--- src/rtl/irq_reg_pkg.sv ---
package irq_reg_pkg;
    typedef enum logic {
        SRC_IDLE    = 1'b0,
        SRC_LATCHED = 1'b1
    } src_state_t;

    localparam int B_HP   = 0;
    localparam int B_MIC  = 1;
    localparam int B_VOX  = 2;
    localparam int B_CHG  = 3;
    localparam int B_LIVE = 4;
    localparam int B_OVC  = 5;
endpackage

--- src/rtl/lrck_change_det.sv ---
module lrck_change_det (
    input  logic clk,
    input  logic rst_n,
    input  logic level_i,
    output logic change_o
);
    logic level_q;

    always_ff @(posedge clk or negedge rst_n) begin
        if (!rst_n) level_q <= 1'b0;
        else        level_q <= level_i;
    end

    always_comb change_o = level_i ^ level_q;
endmodule

--- src/rtl/irq_src_cell.sv ---
module irq_src_cell
    import irq_reg_pkg::*;
(
    input  logic clk,
    input  logic rst_n,
    input  logic arm_i,
    input  logic event_i,
    input  logic clear_i,
    input  logic release_i,
    output logic pending_o
);
    src_state_t state_q, state_d;

    always_ff @(posedge clk or negedge rst_n) begin
        if (!rst_n) state_q <= SRC_IDLE;
        else        state_q <= state_d;
    end

    always_comb begin
        state_d = state_q;
        unique case (state_q)
            SRC_IDLE: begin
                if (!release_i && arm_i && event_i) state_d = SRC_LATCHED;
            end
            SRC_LATCHED: begin
                if (release_i)                           state_d = SRC_IDLE;
                else if (clear_i && !(arm_i && event_i)) state_d = SRC_IDLE;
            end
            default: state_d = SRC_IDLE;
        endcase
    end

    always_comb pending_o = (state_q == SRC_LATCHED);

    assert_event_kept_R4: assert property (@(posedge clk) disable iff (!rst_n)
        (arm_i && event_i && !release_i) |=> pending_o);

    assert_release_idle_R7: assert property (@(posedge clk) disable iff (!rst_n)
        release_i |=> !pending_o);
endmodule

--- src/rtl/irq_status_reg.sv ---
module irq_status_reg
    import irq_reg_pkg::*;
#(
    parameter int REG_W = 8
) (
    input  logic             clk,
    input  logic             rst_n,
    input  logic             wr_en,
    input  logic [REG_W-1:0] wr_data,
    input  logic             rd_en,
    output logic [REG_W-1:0] rd_data,
    input  logic             ovc_flag,
    input  logic             lrck_present,
    input  logic             vox_flag,
    input  logic             mic_detect,
    input  logic             hp_detect,
    input  logic             mic_powered,
    input  logic             hp_powered,
    output logic             irq
);
    localparam logic [REG_W-1:0] IMPL_MASK =
        REG_W'((1 << B_OVC) | (1 << B_CHG) | (1 << B_VOX) | (1 << B_MIC) | (1 << B_HP));

    logic [REG_W-1:0] en_q, ev, arm, rel, pend, rd_word;
    logic             lrck_chg;

    always_ff @(posedge clk or negedge rst_n) begin
        if (!rst_n)     en_q <= '0;
        else if (wr_en) en_q <= wr_data & IMPL_MASK;
    end

    lrck_change_det u_chg (
        .clk      (clk),
        .rst_n    (rst_n),
        .level_i  (lrck_present),
        .change_o (lrck_chg)
    );

    always_comb begin
        ev         = '0;
        ev[B_OVC]  = ovc_flag;
        ev[B_CHG]  = lrck_chg;
        ev[B_VOX]  = vox_flag;
        ev[B_MIC]  = mic_detect & ~mic_powered;
        ev[B_HP]   = hp_detect & ~hp_powered;
        arm        = en_q;
        arm[B_OVC] = en_q[B_OVC] & hp_powered;
        rel        = '0;
        rel[B_MIC] = mic_powered;
        rel[B_HP]  = hp_powered;
    end

    for (genvar i = 0; i < REG_W; i++) begin : g_src
        if (IMPL_MASK[i]) begin : g_cell
            irq_src_cell u_cell (
                .clk       (clk),
                .rst_n     (rst_n),
                .arm_i     (arm[i]),
                .event_i   (ev[i]),
                .clear_i   (rd_en),
                .release_i (rel[i]),
                .pending_o (pend[i])
            );
        end else begin : g_none
            assign pend[i] = 1'b0;
        end
    end

    always_comb begin
        rd_word         = pend & IMPL_MASK;
        rd_word[B_LIVE] = lrck_present;
    end

    always_ff @(posedge clk or negedge rst_n) begin
        if (!rst_n)     rd_data <= '0;
        else if (rd_en) rd_data <= rd_word;
    end

    always_comb irq = |(pend & en_q);

    assert_rd_hold_R3: assert property (@(posedge clk) disable iff (!rst_n)
        !rd_en |=> $stable(rd_data));

    assert_live_lrck_R6: assert property (@(posedge clk) disable iff (!rst_n)
        rd_en |=> (rd_data[B_LIVE] == $past(lrck_present)));

    assert_irq_masked_R10: assert property (@(posedge clk) disable iff (!rst_n)
        (wr_en && wr_data == '0) |=> !irq);
endmodule

--- config.mk ---
export PLATFORM = sky130hd
export DESIGN_NAME = irq_status_reg
export DESIGN_NICKNAME = d
export VERILOG_FILES = /design/src/rtl/irq_reg_pkg.sv /design/src/rtl/lrck_change_det.sv /design/src/rtl/irq_src_cell.sv /design/src/rtl/irq_status_reg.sv
export SDC_FILE = /design/constraint.sdc
export NUM_CORES = 1
export LEC_CHECK = 0
export BUFFER_PORTS_ARGS = -buffer_cell sky130_fd_sc_hd__buf_2
export CAP_MARGIN = 20
export CELL_PAD_IN_SITES_DETAIL_PLACEMENT = 1
export CELL_PAD_IN_SITES_GLOBAL_PLACEMENT = 1
export CORE_UTILIZATION = 39
export CTS_CLUSTER_SIZE = 10
export DETAILED_ROUTE_END_ITERATION = 8
export PLACE_DENSITY_LB_ADDON = 0.1
export SYNTH_ARGS = -nofsm -noshare
export SYNTH_HDL_FRONTEND = slang
export SYNTH_HIERARCHICAL = 1
export SYNTH_SLANG_ARGS = --single-unit
--- constraint.sdc ---
create_clock -name clk -period 2.11 [get_ports clk]
set_input_delay 0.3165 -clock clk [delete_from_list [all_inputs] [get_ports clk]]
set_output_delay 0.3165 -clock clk [all_outputs]
set_load 0.02 [all_outputs]
==> impl_results.md <==
- Netlist Area Pre-Place: about 740 sq um
- DIE AREA: approximately 2100 sq um
- Final Slew Violations: 0
- Synth Register Bits: 17
- Post-CTS setup buffer count: 0
- R2r setup slk: 1300 ps
- CTS tree: done
- Clock insertion delay at the later pin of the skew report: about 280 ps
- Hold Crit Start: lrck_present
- DP Cell Count: 102
- Clk network pwr share: a little over a quarter
- Worst Hold Path EP: u_chg/level_q
- P_sw: between 0.15 and 0.2 mW
- Gr usage total: 15.32%
- Worst flop-to-flop path endpoint: g_src[3].g_cell.u_cell/pending_o
- # rows: 15
- Synth Instances: 54
- FF-to-FF Start: u_chg/level_q
- Area of the multi-input gates: 307.8 sq um
- # setup viols final: 0
- Final period util: approximately 76%
- Core area: 1764 sq um
- Switching Share: around a quarter
- Die X: around 46 um
- Count of different cell masters after synthesis: 14
- DR iter-0 viols: 11
- Critical Path AT: between 1000 and 1500 ps
- Global route overflow: 0
- Share of cells above drive strength 1: between 50% and 60%
- Filler cells: about 210
- Fin Setup TNS: 0 ps
- I/O pin count: 28
- Critical Path RT: approximately 1800 ps
- Critical Path Sink Type: primary output
- Leakage: 0.4548 nW
- CTS Hold Buffers Added: 1
- CTS Buffer Depth: 2
- Synthesis-to-layout area growth: 22.35%
- CTS Sinks: 17
- Clock Skew: 0.5404 ps
- Pre-antenna DRT Iters: 4
- Number of max-cap violations: 0
- CTS H-tree depth: 1
- Comb pwr share: 16.4%
- Antenna-violating nets left: 0
- Drt total wl: 1.274 mm
- Status: finished, final reports clean
- DR vias: slightly below 500
- Reg2Reg Depth: 3
- Total number of yosys warnings: 6
- GPL Wtd Cong: around 0.67
- # diodes: 0
- Clock transition at path regs: about 90 ps
- DIE HEIGHT: about 46 um
- Initial antenna violation count: 0
- Number of remaining DRC errors: 0
- Routed WL per cell: roughly 12 um
- RSZ-0062 raised after global routing: false
- Fin crit period: roughly 1600 ps
- Root Buffer: clkbuf_4
- Final Instance Area: ~910 sq um
- Number of buffers inserted by port buffering: 22
- Initial Utilization: a little over two fifths
- Placed standard-cell area: 874.6 sq um
- Vias in the first global route: roughly 540
- Nets: 102
- First-pass GRT wire length: about 2.2 mm
- Largest net degree at the start of global routing: 18
- Reg power frac: 57.6%
- Total power: between 0.6 and 0.7 mW
- Max IR drop VDD: 0.4058 mV
- Worst Hold Class: input pin to flop
- Power density over the cells: ~700 nW/um^2
- FMAX: 0.6218 GHz
- CTS buffer count: 3
- Vias per cell: between 4 and 5
- Internal power: 0.4758 mW
- Setup crit start kind: flop
- Hold path cells: 1
- Sequential share of the synthesized area: a little under three fifths
- Resized Gates After CTS: 0
- Maximum net fanout on the critical path: 3
- Setup Crit Path Kind: flop to primary output
- Final non-filler cell total: between 100 and 150
- Synthesized area per cell: 13.79 sq um
- Final hold violations: 0
- Register area: 425.4 sq um
==> layout by cell type, fill, tap and decap left out <==
| cell | n |
|---|---|
| a222oi_1 | 1 |
| clkbuf_4 | 3 |
| nand2_1 | 6 |
| a21oi_2 | 5 |
| nor2b_1 | 2 |
| clkbuf_1 | 1 |
| a22oi_1 | 1 |
| nand2b_1 | 5 |
| and2_1 | 1 |
| xor2_1 | 1 |
| mux2_2 | 5 |
| buf_2 | 22 |
| dfrtp_1 | 17 |
| conb_1 | 5 |
| dlygate4sd3_1 | 1 |
| mux2_4 | 6 |
==> metrics by stage <==
| step | util, % | hold WS, ps | worst slack, ps |
|---|---|---|---|
| detailed placement | 49.57 | 258.4 | 798.5 |
| floorplan | - | 20.91 | 921.4 |
| CTS | 51.63 | 174.1 | 475.7 |
| global placement | 49.57 | 259.3 | 781.9 |
| global route | 51.63 | 179.4 | 442.7 |
| finish | 51.63 | 179.4 | 501.6 |
==> critical path: stages (launching register included) <==
cell and delay, ps:
dfrtp_1 410, a222oi_1 350, nand2_1 90, buf_2 170
==> kinds of logic (layout without fill, tap and decap cells) <==
family / Yosys count / count (layout) / share of synthesized area [%]
buffers and inverters: 3 / 27 / 3.529
muxes: 11 / 11 / 19.66
DFF: 17 / 17 / 57.14
AOI/OAI and AO/OA: 7 / 7 / 8.235
other: 1 / 5 / 0.5037
xor gates and xnor gates: 1 / 1 / 1.177
and+or+nand+nor: 14 / 14 / 9.748
==> power groups by stage <==
stage | combinational, mW | sequential, mW | clock (mW)
after floorplan | 0.0585 | 0.381 | 0
after detailed placement | 0.105 | 0.376 | 0
final | 0.105 | 0.368 | 0.166
after global placement | 0.103 | 0.374 | 0
after global routing | 0.116 | 0.372 | 0.184
after CTS | 0.107 | 0.369 | 0.174
==> how the worst max path moves through the flow <==
stage	start	endpoint	slack [ps]	cells past startpoint
global placement	g_src[3].g_cell.u_cell/pending_o	irq	780	3
CTS	g_src[3].g_cell.u_cell/pending_o	irq	480	3
floorplan	g_src[3].g_cell.u_cell/pending_o	irq	920	2
finish	g_src[3].g_cell.u_cell/pending_o	irq	500	3
detailed placement	g_src[3].g_cell.u_cell/pending_o	irq	800	3
global route	g_src[3].g_cell.u_cell/pending_o	irq	440	3
==> layer usage <==
| metal | GRT usage (%) | part of all wire (%) |
|---|---|---|
| met5 | 0 | 0 |
| met4 | 7.059 | 0.78 |
| met3 | 3.571 | 5.6 |
| met2 | 26.00 | 50 |
| met1 | 18.27 | 43 |
==> Yosys cell counts (all sizes together) <==
library cell	instances	area, sq um
nor2b	2	12.51
nand2	6	22.52
a22oi	1	7.510
a21oi	5	43.79
a222oi	1	10.01
nand2b	5	31.28
conb	1	3.750
dfrtp	17	425.4
buf	3	26.27
and2	1	6.260
mux2	11	146.4
xor2	1	8.760
==> cell type report <==
class | count | area share (%)
Multi-Input combinational cell | 38 | 33.79
Clock buffer | 4 | 2.885
Sequential cell | 17 | 46.70
Timing Repair Buffer | 23 | 13.19
Tap cell | 25 | 3.434
==> state kept, by name (all words and copies together), names as in the netlist <==
name / flops
u_chg/level_q: 1
rd_data: 6
en_q: 5
g_src.g_cell.u_cell/pending_o: 5
No activity file was read; power rests on OpenSTA's default activity.
